$ cat src/rtl/atten_pkg.sv
package atten_pkg;

    localparam int LEVEL_W  = 8;
    localparam int ADDR_W   = 8;
    localparam int NUM_CH   = 3;
    localparam int CH_IDX_W = $clog2(NUM_CH);
    localparam int WORD_W   = ADDR_W + LEVEL_W;

    typedef logic [LEVEL_W-1:0]  level_t;
    typedef logic [CH_IDX_W-1:0] ch_idx_t;

    localparam level_t LEVEL_MAX = '1;
    localparam level_t LEVEL_MIN = '0;

    typedef enum logic [1:0] {
        ACT_NONE,
        ACT_UP,
        ACT_DOWN,
        ACT_SEL
    } action_e;

    typedef struct packed {
        logic [ADDR_W-1:0] addr;
        level_t            level;
    } word_t;

    // Only one button acts per cycle: up, then down, then select.
    function automatic action_e pick_action(input logic up, input logic dn,
                                            input logic sel, input logic blocked);
        if (blocked)  return ACT_NONE;
        if (up)       return ACT_UP;
        if (dn)       return ACT_DOWN;
        if (sel)      return ACT_SEL;
        return ACT_NONE;
    endfunction

    function automatic ch_idx_t step_channel(input ch_idx_t cur);
        if (cur == ch_idx_t'(NUM_CH - 1)) return '0;
        return cur + ch_idx_t'(1);
    endfunction

endpackage

$ cat src/rtl/ap_debounce.sv
module ap_debounce #(
    parameter int DEB_CYCLES = 16
) (
    input  logic clk,
    input  logic rst,
    input  logic raw_i,
    output logic press_o
);
    localparam int CNT_W = $clog2(DEB_CYCLES + 1);
    localparam logic [CNT_W-1:0] CNT_LAST = CNT_W'(DEB_CYCLES - 1);

    logic             sync_a, sync_b;
    logic             stable_q, stable_d;
    logic [CNT_W-1:0] cnt_q;

    always_ff @(posedge clk) begin
        if (rst) begin
            sync_a   <= 1'b0;
            sync_b   <= 1'b0;
            stable_q <= 1'b0;
            stable_d <= 1'b0;
            cnt_q    <= '0;
        end else begin
            sync_a   <= raw_i;
            sync_b   <= sync_a;
            stable_d <= stable_q;
            if (sync_b == stable_q) begin
                cnt_q <= '0;
            end else if (cnt_q == CNT_LAST) begin
                stable_q <= sync_b;
                cnt_q    <= '0;
            end else begin
                cnt_q <= cnt_q + CNT_W'(1);
            end
        end
    end

    assign press_o = stable_q & ~stable_d;

endmodule

$ cat src/rtl/ap_settings.sv
module ap_settings
    import atten_pkg::*;
(
    input  logic  clk,
    input  logic  rst,
    input  logic  press_up,
    input  logic  press_dn,
    input  logic  press_sel,
    input  logic  xfer_busy,
    output logic  start_o,
    output word_t word_o
);
    level_t  level_q [NUM_CH];
    ch_idx_t chan_q;
    action_e act;
    level_t  cur_level, next_level;
    logic    write_en;

    assign act       = pick_action(press_up, press_dn, press_sel, xfer_busy | start_o);
    assign cur_level = level_q[chan_q];

    always_comb begin
        next_level = cur_level;
        write_en   = 1'b0;
        unique case (act)
            ACT_UP: begin
                next_level = cur_level + level_t'(1);
                write_en   = (cur_level != LEVEL_MAX);
            end
            ACT_DOWN: begin
                next_level = cur_level - level_t'(1);
                write_en   = (cur_level != LEVEL_MIN);
            end
            default: ;
        endcase
    end

    for (genvar g = 0; g < NUM_CH; g++) begin : g_chan
        always_ff @(posedge clk) begin
            if (rst)
                level_q[g] <= LEVEL_MIN;
            else if (write_en && chan_q == ch_idx_t'(g))
                level_q[g] <= next_level;
        end
    end

    always_ff @(posedge clk) begin
        if (rst) begin
            chan_q  <= '0;
            start_o <= 1'b0;
            word_o  <= '0;
        end else begin
            start_o <= write_en;
            if (act == ACT_SEL)
                chan_q <= step_channel(chan_q);
            if (write_en)
                word_o <= '{addr: ADDR_W'(chan_q), level: next_level};
        end
    end

endmodule

$ cat src/rtl/ap_shifter.sv
module ap_shifter
    import atten_pkg::*;
#(
    parameter int DIV_HALF = 4
) (
    input  logic  clk,
    input  logic  rst,
    input  logic  start_i,
    input  word_t word_i,
    output logic  load_n,
    output logic  ser_clk,
    output logic  ser_data,
    output logic  busy
);
    localparam int DIV_W = $clog2(DIV_HALF + 1);
    localparam int BIT_W = $clog2(WORD_W);
    localparam logic [DIV_W-1:0] DIV_LAST = DIV_W'(DIV_HALF - 1);
    localparam logic [BIT_W-1:0] BIT_LAST = BIT_W'(WORD_W - 1);

    typedef enum logic [1:0] {SH_IDLE, SH_LOW, SH_HIGH} sh_state_e;

    sh_state_e         state_q;
    logic [WORD_W-1:0] shreg_q;
    logic [DIV_W-1:0]  div_q;
    logic [BIT_W-1:0]  bit_q;
    logic              half_done;

    assign half_done = (div_q == DIV_LAST);

    always_ff @(posedge clk) begin
        if (rst) begin
            state_q <= SH_IDLE;
            shreg_q <= '0;
            div_q   <= '0;
            bit_q   <= '0;
            load_n  <= 1'b1;
            ser_clk <= 1'b0;
        end else begin
            unique case (state_q)
                SH_IDLE: begin
                    if (start_i) begin
                        shreg_q <= word_i;
                        load_n  <= 1'b0;
                        div_q   <= '0;
                        bit_q   <= '0;
                        state_q <= SH_LOW;
                    end
                end
                SH_LOW: begin
                    if (half_done) begin
                        div_q   <= '0;
                        ser_clk <= 1'b1;
                        state_q <= SH_HIGH;
                    end else begin
                        div_q <= div_q + DIV_W'(1);
                    end
                end
                SH_HIGH: begin
                    if (half_done) begin
                        div_q   <= '0;
                        ser_clk <= 1'b0;
                        if (bit_q == BIT_LAST) begin
                            load_n  <= 1'b1;
                            state_q <= SH_IDLE;
                        end else begin
                            bit_q   <= bit_q + BIT_W'(1);
                            shreg_q <= {shreg_q[WORD_W-2:0], 1'b0};
                            state_q <= SH_LOW;
                        end
                    end else begin
                        div_q <= div_q + DIV_W'(1);
                    end
                end
                default: state_q <= SH_IDLE;
            endcase
        end
    end

    assign ser_data = ~load_n & shreg_q[WORD_W-1];
    assign busy     = (state_q != SH_IDLE);

endmodule

$ cat src/rtl/atten_prog.sv
module atten_prog
    import atten_pkg::*;
#(
    parameter int DEB_CYCLES = 16,
    parameter int DIV_HALF   = 4
) (
    input  logic clk,
    input  logic rst,
    input  logic btn_up,
    input  logic btn_down,
    input  logic btn_sel,
    output logic load_n,
    output logic ser_clk,
    output logic ser_data,
    output logic busy
);
    localparam int NUM_BTN = 3;

    logic [NUM_BTN-1:0] raw_btn, press;
    logic               start;
    word_t              word;

    assign raw_btn = {btn_sel, btn_down, btn_up};

    for (genvar b = 0; b < NUM_BTN; b++) begin : g_btn
        ap_debounce #(.DEB_CYCLES(DEB_CYCLES)) i_deb (
            .clk     (clk),
            .rst     (rst),
            .raw_i   (raw_btn[b]),
            .press_o (press[b])
        );
    end

    ap_settings i_set (
        .clk       (clk),
        .rst       (rst),
        .press_up  (press[0]),
        .press_dn  (press[1]),
        .press_sel (press[2]),
        .xfer_busy (busy),
        .start_o   (start),
        .word_o    (word)
    );

    ap_shifter #(.DIV_HALF(DIV_HALF)) i_sh (
        .clk      (clk),
        .rst      (rst),
        .start_i  (start),
        .word_i   (word),
        .load_n   (load_n),
        .ser_clk  (ser_clk),
        .ser_data (ser_data),
        .busy     (busy)
    );

endmodule

$ cat config.mk
export PLATFORM = sky130hd
export DESIGN_NAME = atten_prog
export DESIGN_NICKNAME = d
export VERILOG_FILES = /design/src/rtl/atten_pkg.sv /design/src/rtl/ap_debounce.sv /design/src/rtl/ap_settings.sv /design/src/rtl/ap_shifter.sv /design/src/rtl/atten_prog.sv
export SDC_FILE = /design/constraint.sdc
export NUM_CORES = 1
export LEC_CHECK = 0
export BUFFER_PORTS_ARGS = -buffer_cell sky130_fd_sc_hd__buf_2
export CAP_MARGIN = 5
export CORE_UTILIZATION = 56
export CTS_CLUSTER_DIAMETER = 60
export CTS_CLUSTER_SIZE = 24
export DETAILED_ROUTE_END_ITERATION = 8
export GPL_ROUTABILITY_DRIVEN = 0
export PLACE_DENSITY = 0.75
export REMOVE_ABC_BUFFERS = 1
export SLEW_MARGIN = 20
export SYNTH_ARGS = -nofsm -noshare
export SYNTH_HDL_FRONTEND = slang
export SYNTH_SLANG_ARGS = --single-unit
$ cat constraint.sdc
create_clock -name clk -period 3.2 [get_ports clk]
set_input_delay 0.96 -clock clk [delete_from_list [all_inputs] [get_ports clk]]
set_output_delay 0.96 -clock clk [all_outputs]
set_load 0.05 [all_outputs]
==> metrics.cfg, run 1 <==
[synthesis]
synth_area_leaders=dfxtp_1 30%, edfxtp_1 16%, nor2_1 5.8%, ha_1 4.7%, mux2i_1 4.4%
yosysSeqAreaShare_pct=46.1
synth-seq-cells=93
netlist_instances=480
ys_types=63
yosys.area.top_type=dfxtp_1
yosys.area.top_type_share_pct=30.3
avgSynthCellArea_sq_um=9.51
synthesis.area_sq_mm=0.00456
synthTopCellsByCount=70 x nor2_1, 69 x dfxtp_1, 35 x nand2_1
ys_async_sr_fraction_pct=0
synth_most_common_cell=nor2_1
yosys_most_used_dff=dfxtp_1
synth_edf_count=24
synth_warnings=0

[worst_setup_path]
crit_fanout=7
cp_slowest_cell=dfxtp_4
arrival_ns=3.23
crit_type=flip-flop to flip-flop
start_kind=flip-flop
cpPeakStageDelay_ns=0.38
rr_endpoint=i_set.word_o[5]
reg2regPathDepth=15
cp-end-kind=flip-flop
r2r_start=i_sh.state_q[0]
critical_path.top_delay_family=compound AO/OA/AOI/OAI gates
cp_num_cells=15
path_cells=inv_4 -> ha_4 -> inv_2 -> nor2_4 -> and2_1 -> inv_2 -> ha_4 -> or3b_1 -> and3_4 -> o31ai_4 -> o311ai_4 -> a21boi_4 -> o211ai_1 -> buf_4 -> a311oi_2
regToRegSetupSlack_ns=0.20
crit_start=i_sh.state_q[0]
cp_data_required_time_ns=3.42
path_buf_inv=4
crit_end=i_set.word_o[5]

[layout]
fin_util_pct=64.5
syn2layout_area_growth_pct=10.4
drive_above_1_share_pct=14.5
final_cells=607
fin_area_sq_mm=0.00504
diodes=0
nFillCells=650
finalNetCount=522

[die]
placeableCoreArea_sq_mm=0.00781
start_util_pct=58.5
placement_rows=32
pin_count=9
dieArea_sq_mm=0.00852
dieWidth_microns=92.3
dieHeight_microns=92.3

[drt]
antenna_left=0
dr.first_iter.drc_count=180
routedWlPerCell_microns=15.3
drc=0
routed_via_density=5.83
wl_mm=9.27
first_pass_iters=4
vias=3539

[sta]
min_period_ns=3.00
final-max-slew-violation-count=0
worstMarginPinSlew_ns=0.712
holdWs_ns=0.450
setup-violations-final=0
period_share_pct=93.8
hold_viol_final=0
max_slew_margin_pct=52.6
fin_skew_ns=0.0164
fmax_ghz=0.333

[global_route]
grt-ovfl-total=0
grt_usage_pct=23.1
grt_pass1_vias=3280
antenna_found_initial=0
grt_max_degree=55
grt_pass1_wl_mm=15.4

[power]
netSwitchingFraction_pct=25.8
power_density_mw_per_mm2=427
total_power_w=0.00215
cellLeakagePower_nw=1.79
peakVddDrop_mv=0.320
p_int_w=0.00160
combPwrFrac_pct=7.8
power_frac_seq_pct=58.4
clkPwrFrac_pct=33.8
switchingPower_w=0.000556

[job]
cap_violations=0

[clock_network]
cts_tree=built
clockRootBuffer=clkbuf_8
clk_pin_slew_worst_paths_ns=0.09
holdBufCountCts=0
cts.sinks=93
worst_skew_pair.late_latency_ns=0.36
cts_buffers=9
clock_path_buffers=2
htreeDepth=3

[placed_design]
dpl-instance-area_sq_mm=0.00473
io_buffers=8
dp_hpwl_mm=6.51
place_inst=583

[min_path]
hp-start=g_btn[1].i_deb.cnt_q[0]
hp-class=flip-flop to flip-flop

[status]
status=finished clean

[sequential cells by signal, indices dropped and copies added, names as in the netlist, named ones only]
signal,count
i_set.level_q,24
i_sh.shreg_q,16
g_btn.i_deb.cnt_q,15
i_set.word_o,10
i_sh.bit_q,4
g_btn.i_deb.stable_d,3
g_btn.i_deb.stable_q,3
g_btn.i_deb.sync_a,3
g_btn.i_deb.sync_b,3
i_sh.div_q,3
i_set.chan_q,2
i_sh.state_q,2
i_set.start_o,1
i_sh.load_n,1
i_sh.ser_clk,1
[power groups by stage]
| stage | Combinational (W) | Clock (W) | Sequential [W] |
|---|---|---|---|
| 2_1_floorplan | 0.000105 | 0 | 0.00128 |
| 3_3_place_gp | 0.000148 | 0 | 0.00128 |
| 3_5_place_dp | 0.000154 | 0 | 0.00128 |
| 4_1_cts | 0.000155 | 0.000743 | 0.00126 |
| 5_1_grt | 0.000189 | 0.000793 | 0.00126 |
| 6_report | 0.000169 | 0.000727 | 0.00126 |
[metal layers]
| layer | up-vias | global-route usage, % | wire length [microns] |
|---|---|---|---|
| met5 | - | 0 | 0 |
| met4 | 0 | 6.51 | 134 |
| met3 | 13 | 6.22 | 508 |
| met2 | 82 | 38.6 | 4520 |
| met1 | 1700 | 29.3 | 4110 |
| li1 | 1744 | - | - |
[through the flow]
step	setup TNS (ns)	worst slack, ns
6_report	0	0.198
3_3_place_gp	0	0.0518
2_1_floorplan	-6.44	-0.449
4_1_cts	0	0.0256
3_5_place_dp	-0.400	-0.0868
5_1_grt	-0.0128	-0.00852
[how the worst min path moves through the flow]
| stage | to | slack (ns) | depth (start not counted) |
|---|---|---|---|
| 2_1_floorplan | g_btn[0].i_deb.sync_b | 0.41 | 1 |
| 3_3_place_gp | g_btn[2].i_deb.sync_b | 0.42 | 1 |
| 3_5_place_dp | g_btn[2].i_deb.sync_b | 0.43 | 1 |
| 4_1_cts | g_btn[2].i_deb.sync_b | 0.45 | 1 |
| 5_1_grt | g_btn[2].i_deb.cnt_q[0] | 0.46 | 1 |
| 6_report | g_btn[1].i_deb.cnt_q[0] | 0.45 | 1 |
[cell type report]
type                            instances  area, sq um  area share [%]
Clock inverter                          6         53.8            1.07
Clock buffer                           10          128            2.53
Sequential cell                        93         2110            41.8
Multi-Input combinational cell        348         2350            46.6
Inverter                               18         70.1            1.39
Tap cell                              102          128            2.53
Timing Repair Buffer                   30          205            4.07
[kinds of logic after synthesis]
kind of cell               after synthesis  share of synthesized area, %
and+or+nand+nor                        184                          19.2
adders and majority gates               17                          4.66
muxes                                   25                          5.76
DFF                                     93                          46.1
AOI/OAI and AO/OA                      103                          16.8
buffers and inverters                   39                          3.89
xor gates and xnor gates                19                          3.65
[repair_timing]
action | CTS | global route
setup endpoints to repair | 7 | 16
pin swaps | 0 | 7
resized for setup | 3 | 15
buffers inserted | 0 | 8
[layout by cell type, fill, tap and decap left out, types with 9 or more instances in the layout]
master	synthesis	final
a211oi_1	12	12
a21oi_1	25	25
a22oi_1	9	9
and3_1	11	11
buf_4	1	22
clkbuf_8	0	9
dfxtp_1	69	68
edfxtp_1	24	24
ha_1	17	15
inv_1	18	14
mux2i_1	20	20
nand2_1	35	35
nand3_1	13	13
nor2_1	70	69
nor2b_1	16	15
nor3_1	12	12
o21ai_0	13	13
xnor2_1	13	13
(Power assumes the default switching activity.)
==> run 2: changes to the inputs <==
--- a/config.mk
+++ b/config.mk
@@ -5,6 +5,7 @@
 export SDC_FILE = /design/constraint.sdc
 export NUM_CORES = 1
 export LEC_CHECK = 0
+export ABC_AREA = 1
 export BUFFER_PORTS_ARGS = -buffer_cell sky130_fd_sc_hd__buf_2
 export CAP_MARGIN = 5
 export CORE_UTILIZATION = 56
==> run 2 against run 1 <==
Combinational power down 4%. Clock-buffer cell count unchanged. Critical path depth up 4. Synthesized cell count rose by 20%. Sequential share of layout area up 2.4 points. Die area is 3.2% lower. Non-clock buffer count down 12. Critical endpoint is now i_set.level_q[1][7]. Highest routed layer unchanged.
==> metrics.cfg, run 2 <==
[status]
status=finished clean  ; unchanged

[clock_network]
holdBufCountCts=0  ; unchanged
clockRootBuffer=clkbuf_8  ; unchanged
postCtsSetupBuffers=0  ; unchanged
cts_tree=built  ; unchanged
htreeDepth=3  ; unchanged
worst_skew_pair.late_latency_ns=0.36  ; about the same
cts_buffers=9  ; unchanged
clk_pin_slew_worst_paths_ns=0.09  ; about the same
clock_path_buffers=2  ; unchanged
cts.sinks=93  ; unchanged

[layout]
largest_register_ffs=24  ; unchanged
diodes=0  ; unchanged
largest_register=i_set.level_q  ; unchanged
finalNetCount=608  ; was 522
seq_area_sq_mm=0.00210  ; was 0.00211 sq mm
fin_util_pct=61.9  ; was 64.5%
drive_above_1_share_pct=8.97  ; was 14.5%
final_common_cell=nand2_1  ; was nor2_1
multiInputGateArea_sq_mm=0.00200  ; was 0.00235 sq mm
top_regs=i_set.level_q x24, i_sh.shreg_q x16, g_btn.i_deb.cnt_q x15  ; unchanged
final_cell_mix=146 x nand2_1, 77 x nor2_1, 69 x dfxtp_1, 55 x inv_1, 43 x nand3_1  ; was 69 x nor2_1, 68 x dfxtp_1, 35 x nand2_1, 25 x a21oi_1, 24 x edfxtp_1
nFillCells=705  ; was 650
syn2layout_area_growth_pct=7.83  ; was 10.4%

[global_route]
antenna_found_initial=0  ; unchanged
grt-ovfl-total=0  ; unchanged
grt_usage_pct=22.6  ; was 23.1%
grt_pass1_wl_mm=14.9  ; was 15.4 mm
grt_max_degree=23  ; was 55
grt_pass1_vias=3451  ; was 3280

[synthesis]
ys_types=35  ; was 63
synthesis.area_sq_mm=0.00441  ; was 0.00456 sq mm
yosys.area.top_type=dfxtp_1  ; unchanged
synth_most_common_cell=nand2_1  ; was nor2_1
synth_warnings=0  ; unchanged
synth_area_leaders=dfxtp_1 31%, edfxtp_1 16%, nand2_1 12%, nor2_1 6.5%, nand3_1 4.9%  ; was dfxtp_1 30%, edfxtp_1 16%, nor2_1 5.8%, ha_1 4.7%, mux2i_1 4.4%
synth-seq-cells=93  ; unchanged
ys_async_sr_fraction_pct=0  ; unchanged
synth_edf_count=24  ; unchanged
yosys.area.top_type_share_pct=31.3  ; was 30.3%
netlist_instances=574  ; was 480
synthTopCellsByCount=146 x nand2_1, 77 x nor2_1, 69 x dfxtp_1  ; was 70 x nor2_1, 69 x dfxtp_1, 35 x nand2_1
yosysSeqAreaShare_pct=47.6  ; was 46.1%
avgSynthCellArea_sq_um=7.69  ; was 9.51 sq um
yosys_most_used_dff=dfxtp_1  ; unchanged

[power]
power_density_mw_per_mm2=458  ; was 427 mW/mm^2
cellLeakagePower_nw=1.98  ; was 1.79 nW
total_power_w=0.00218  ; was 0.00215 W
peakVddDrop_mv=0.283  ; was 0.320 mV

[drt]
vias=3646  ; was 3539
dr.first_iter.drc_count=136  ; was 180
routedWlPerCell_microns=12.5  ; was 15.3 microns
antenna_left=0  ; unchanged
wl_mm=8.68  ; was 9.27 mm
drc=0  ; unchanged
first_pass_iters=4  ; unchanged
routed_via_density=5.26  ; was 5.83

[min_path]
hp-class=flip-flop to flip-flop  ; unchanged
hp-start=g_btn[0].i_deb.sync_a  ; was g_btn[1].i_deb.cnt_q[0]
hold_depth=2  ; was 1

[sta]
final-max-slew-violation-count=0  ; unchanged
max_slew_margin_pct=62.7  ; was 52.6%
period_share_pct=88.6  ; was 93.8%
worstMarginPinSlew_ns=0.553  ; was 0.712 ns
fmax_ghz=0.353  ; was 0.333 GHz
fin_ws_ns=0.365  ; was 0.198 ns
setup-violations-final=0  ; unchanged
rsz0062_at_grt=false
fin_skew_ns=0.00508  ; was 0.0164 ns
hold_viol_final=0  ; unchanged
min_period_ns=2.83  ; was 3.00 ns

[worst_setup_path]
crit_type=flip-flop to flip-flop  ; unchanged
crit_fanout=11  ; was 7
reg2regPathDepth=19  ; was 15
arrival_ns=2.94  ; was 3.23 ns
cp_data_required_time_ns=3.30  ; was 3.42 ns
r2r_start=i_sh.state_q[0]  ; unchanged
crit_start=i_sh.state_q[0]  ; unchanged
cp-end-kind=flip-flop  ; unchanged
start_kind=flip-flop  ; unchanged

[die]
placement_rows=32  ; unchanged
pin_count=9  ; unchanged
dieWidth_microns=90.8  ; was 92.3 microns
dieHeight_microns=90.8  ; was 92.3 microns
placeableCoreArea_sq_mm=0.00769  ; was 0.00781 sq mm
dieArea_sq_mm=0.00824  ; was 0.00852 sq mm
start_util_pct=57.4  ; was 58.5%

[placed_design]
pre_cts_ws_ns=0.320  ; was -0.0868 ns
io_buffers=8  ; unchanged
dp_hpwl_mm=6.32  ; was 6.51 mm

[job]
cap_violations=0  ; unchanged

==> run 2: logic make-up after synthesis <==
logic type,after synthesis,synth area share (%)
buf+inv,76,7.09
fa+ha+maj,17,4.82
simple gates,294,28.4
xor+xnor,5,0.992
compound gates,89,11.1
flops,93,47.6
==> run 2: final timing paths <==
kind	end	slack, ns
worst max-delay path	i_set.level_q[1][7]	0.37
worst min-delay path	g_btn[0].i_deb.sync_b	0.40
worst max register to register	i_set.level_q[1][7]	0.37
worst min register to register	g_btn[0].i_deb.sync_b	0.40
==> run 2: power by group <==
part           switching (W)  leakage (nW)  internal (W)
sequential         0.0000170         0.786       0.00124
clock               0.000399        0.0966      0.000360
combinational       0.000112          1.09     0.0000495
total               0.000529          1.98       0.00165
==> run 2: critical path: stages (launching register included) <==
cell     delay [ns]
dfxtp_1        0.34
inv_1          0.10
ha_1           0.15
inv_1          0.07
nor2_1         0.16
inv_1          0.09
a21oi_2        0.17
inv_1          0.09
ha_1           0.24
inv_1          0.09
buf_4          0.18
nand3_1        0.09
nand2_1        0.12
nand2_1        0.10
nor2_1         0.12
nand2_1        0.08
nand2_1        0.06
nand2_1        0.05
nand3_1        0.17
a21oi_1        0.11
==> run 2: timing repair <==
action                                  CTS  global route
endpoints found under the setup margin    0             5
resized for setup                         0             1
hold endpoints to repair                  0             0
==> run 2: final cells by class <==
type | count | share of cell area [%]
Multi-Input combinational cell | 405 | 42.1
Clock inverter | 6 | 1.31
Inverter | 59 | 4.65
Sequential cell | 93 | 44.2
Clock buffer | 10 | 2.68
Tap cell | 102 | 2.68
Timing Repair Buffer | 18 | 2.42
==> run 2: layer usage <==
layer / vias to the layer above / GRT usage (%) / wire length [microns]
li1: 1887 / - / -
met1: 1669 / 27.4 / 3900
met2: 70 / 38.1 / 4240
met3: 20 / 4.55 / 332
met4: 0 / 11.2 / 208
met5: - / 0 / 0
==> run 2: metrics by stage <==
stage	cell area (sq um)	hold slack (ns)	std cells	TNS, ns
after global placement	4560	0.391	677	0
final	4760	0.403	693	0
after global routing	4760	0.426	693	0
after floorplan	4320	0.388	557	-0.158
after detailed placement	4560	0.393	677	0
after CTS	4750	0.405	693	0
==> run 3: changes to the inputs <==
--- a/config.mk
+++ b/config.mk
@@ -6,14 +6,14 @@
 export NUM_CORES = 1
 export LEC_CHECK = 0
 export ABC_AREA = 1
-export BUFFER_PORTS_ARGS = -buffer_cell sky130_fd_sc_hd__buf_2
 export CAP_MARGIN = 5
-export CORE_UTILIZATION = 56
+export CORE_UTILIZATION = 63
 export CTS_CLUSTER_DIAMETER = 60
 export CTS_CLUSTER_SIZE = 24
 export DETAILED_ROUTE_END_ITERATION = 8
+export DONT_BUFFER_PORTS = 1
 export GPL_ROUTABILITY_DRIVEN = 0
-export PLACE_DENSITY = 0.75
+export PLACE_DENSITY = 0.79
 export REMOVE_ABC_BUFFERS = 1
 export SLEW_MARGIN = 20
 export SYNTH_ARGS = -nofsm -noshare
==> constraint.sdc (replaced) <==
create_clock -name clk -period 2.7 [get_ports clk]
set_input_delay 0.81 -clock clk [delete_from_list [all_inputs] [get_ports clk]]
set_output_delay 0.81 -clock clk [all_outputs]
set_load 0.05 [all_outputs]
==> run 3 against run 2 <==
Non-clock buffer count grew 2. Critical path type unchanged. Clock power grew 22%. Clock skew grew 0.0043 ns. First-iteration DRC count rose by 100%.
==> metrics.cfg, run 3 (same netlist as run 2, synthesis figures left out) <==
[status]
status=finished clean  ; unchanged

[die]
pin_count=9  ; unchanged
start_util_pct=65.0  ; was 57.4%
placement_rows=30  ; was 32
dieArea_sq_mm=0.00734  ; was 0.00824 sq mm
placeableCoreArea_sq_mm=0.00679  ; was 0.00769 sq mm
dieHeight_microns=85.7  ; was 90.8 microns
dieWidth_microns=85.7  ; was 90.8 microns

[sta]
min_period_ns=2.63  ; was 2.83 ns
rsz0062_at_grt=true  ; was false
fin_skew_ns=0.00935  ; was 0.00508 ns
fin_ws_ns=0.0699  ; was 0.365 ns
fmax_ghz=0.380  ; was 0.353 GHz
period_share_pct=97.4  ; was 88.6%
hold_viol_final=0  ; unchanged
worstMarginPinSlew_ns=0.543  ; was 0.553 ns
setup-violations-final=0  ; unchanged
max_slew_margin_pct=63.7  ; was 62.7%
final-max-slew-violation-count=0  ; unchanged

[layout]
final_common_cell=nand2_1  ; unchanged
drive_above_1_share_pct=12.3  ; was 8.97%
final_cell_mix=144 x nand2_1, 75 x nor2_1, 67 x dfxtp_1, 51 x inv_1, 40 x a21oi_1  ; was 146 x nand2_1, 77 x nor2_1, 69 x dfxtp_1, 55 x inv_1, 43 x nand3_1
largest_register_ffs=24  ; unchanged
largest_register=i_set.level_q  ; unchanged
diodes=0  ; unchanged
finalNetCount=610  ; was 608
syn2layout_area_growth_pct=9.81  ; was 7.83%
top_regs=i_set.level_q x24, i_sh.shreg_q x16, g_btn.i_deb.cnt_q x15  ; unchanged

[job]
cap_violations=0  ; unchanged

[drt]
dr.first_iter.drc_count=276  ; was 136
routed_via_density=5.40  ; was 5.26
antenna_left=0  ; unchanged
wl_mm=8.94  ; was 8.68 mm
routedWlPerCell_microns=13.0  ; was 12.5 microns
first_pass_iters=6  ; was 4
vias=3718  ; was 3646
drc=0  ; unchanged

[global_route]
grt-ovfl-total=0  ; unchanged
antenna_found_initial=0  ; unchanged
grtUsageMet3_pct=3.95  ; was 4.55%
grt_pass1_wl_mm=14.8  ; was 14.9 mm
grt_max_degree=34  ; was 23
busiest_layer=met2  ; unchanged
grt_use_met1_pct=33.3  ; was 27.4%
grt_pass1_vias=3305  ; was 3451
grt_usage_pct=25.7  ; was 22.6%
grtUsageMet2_pct=43.5  ; was 38.1%

[worst_setup_path]
arrival_ns=2.74  ; was 2.94 ns
r2r_start=i_sh.state_q[0]  ; unchanged
cp_num_cells=13  ; was 19
cp_slowest_cell=dfxtp_2  ; was dfxtp_1
cp-end-kind=flip-flop  ; unchanged
rr_endpoint=i_set.level_q[1][0]  ; was i_set.level_q[1][7]
crit_end=i_set.level_q[1][0]  ; was i_set.level_q[1][7]
cp_data_required_time_ns=2.81  ; was 3.30 ns
crit_start=i_sh.state_q[0]  ; unchanged
path_buf_inv=7  ; was 6
start_kind=flip-flop  ; unchanged
reg2regPathDepth=13  ; was 19
crit_type=flip-flop to flip-flop  ; unchanged
critical_path.top_delay_family=buffers and inverters  ; was simple AND/OR/NAND/NOR gates
regToRegSetupSlack_ns=0.07  ; was 0.37 ns
crit_fanout=11  ; unchanged
cpPeakStageDelay_ns=0.35  ; was 0.34 ns
path_cells=inv_2 -> ha_2 -> inv_1 -> nor2_2 -> inv_1 -> a21oi_2 -> buf_4 -> buf_4 -> ha_1 -> buf_4 -> inv_1 -> xor2_1 -> nor2_1  ; was inv_1 -> ha_1 -> inv_1 -> nor2_1 -> inv_1 -> a21oi_2 -> inv_1 -> ha_1 -> inv_1 -> buf_4 -> nand3_1 -> nand2_1 -> nand2_1 -> nor2_1 -> nand2_1 -> nand2_1 -> nand2_1 -> nand3_1 -> a21oi_1

[placed_design]
pre_cts_ws_ns=-0.0135  ; was 0.320 ns
io_buffers=0  ; was 8
dp_hpwl_mm=6.29  ; was 6.32 mm

[clock_network]
cts_tree=built  ; unchanged
clock_path_buffers=2  ; unchanged
worst_skew_pair.late_latency_ns=0.36  ; about the same
htreeDepth=3  ; unchanged
clockRootBuffer=clkbuf_8  ; unchanged
clk_pin_slew_worst_paths_ns=0.09  ; about the same
holdBufCountCts=0  ; unchanged
cts.sinks=93  ; unchanged
cts_buffers=9  ; unchanged

[power]
power_density_mw_per_mm2=540  ; was 458 mW/mm^2
peakVddDrop_mv=0.358  ; was 0.283 mV
total_power_w=0.00262  ; was 0.00218 W
cellLeakagePower_nw=2.00  ; was 1.98 nW

[min_path]
hp-class=flip-flop to flip-flop  ; unchanged

## run 3: changes by cell type in the layout (fill, tap and decap cells not counted), sizes merged
cell and delta:
buf +2, clkbuf -1, clkinvlp -1, clkinv +2
## run 3: worst min path at each step
stage / start / end / slack (ns) / cells after the start
2_1_floorplan: g_btn[0].i_deb.sync_a / g_btn[0].i_deb.sync_b / 0.39 / 2
3_3_place_gp: g_btn[1].i_deb.sync_a / g_btn[1].i_deb.sync_b / 0.39 / 2
3_5_place_dp: g_btn[0].i_deb.sync_a / g_btn[0].i_deb.sync_b / 0.40 / 2
4_1_cts: g_btn[2].i_deb.sync_a / g_btn[2].i_deb.sync_b / 0.41 / 2
5_1_grt: g_btn[0].i_deb.sync_a / g_btn[0].i_deb.sync_b / 0.43 / 2
6_report: g_btn[2].i_deb.sync_a / g_btn[2].i_deb.sync_b / 0.40 / 2
## run 3: what timing repair did
item / in CTS / in global routing
gates resized for setup: 4 / 19
setup endpoints to repair: 10 / 31
buffers inserted: 0 / 3
pin swaps: 0 / 5
## run 3: worst reg2reg max path, cell delays in order (launching register included)
cell     delay (ns)
dfxtp_2        0.35
inv_2          0.08
ha_2           0.17
inv_1          0.06
nor2_2         0.15
inv_1          0.10
a21oi_2        0.17
buf_4          0.14
buf_4          0.10
ha_1           0.26
buf_4          0.20
inv_1          0.21
xor2_1         0.31
nor2_1         0.09
## run 3: where the power goes
part / leakage [nW] / switching [W] / total, W / internal, W
logic: 1.11 / 0.000125 / 0.000188 / 0.0000625
registers: 0.787 / 0.0000280 / 0.00150 / 0.00147
clock network: 0.101 / 0.000497 / 0.000929 / 0.000431
total: 2.00 / 0.000651 / 0.00262 / 0.00197
## run 3: final cells by class
type / instances / area, sq um
clock buffer: 9 / 124
clock inverter: 7 / 73.8
fill: 561 / 1950
inverter: 59 / 221
multi-input combinational: 405 / 2050
sequential: 93 / 2100
tap: 96 / 120
timing repair buffer: 20 / 150
## run 3: per-layer routing
metal  vias to the layer above  wire length, microns
li1                       1897                     -
met1                      1702                  3930
met2                       108                  4420
met3                        11                   459
met4                         0                   127
met5                         -                     0
## run 3: through the flow
stage               std cells  hold slack, ns  TNS (ns)  instance area [sq um]  util (%)
finish                    689           0.405         0                   4850      71.3
global placement          670           0.391         0                   4570      67.3
floorplan                 557           0.388    -17.05                   4320         -
CTS                       686           0.408         0                   4780      70.3
detailed placement        670           0.395   -0.0287                   4570      67.3
global route              689           0.432     -2.59                   4850      71.3
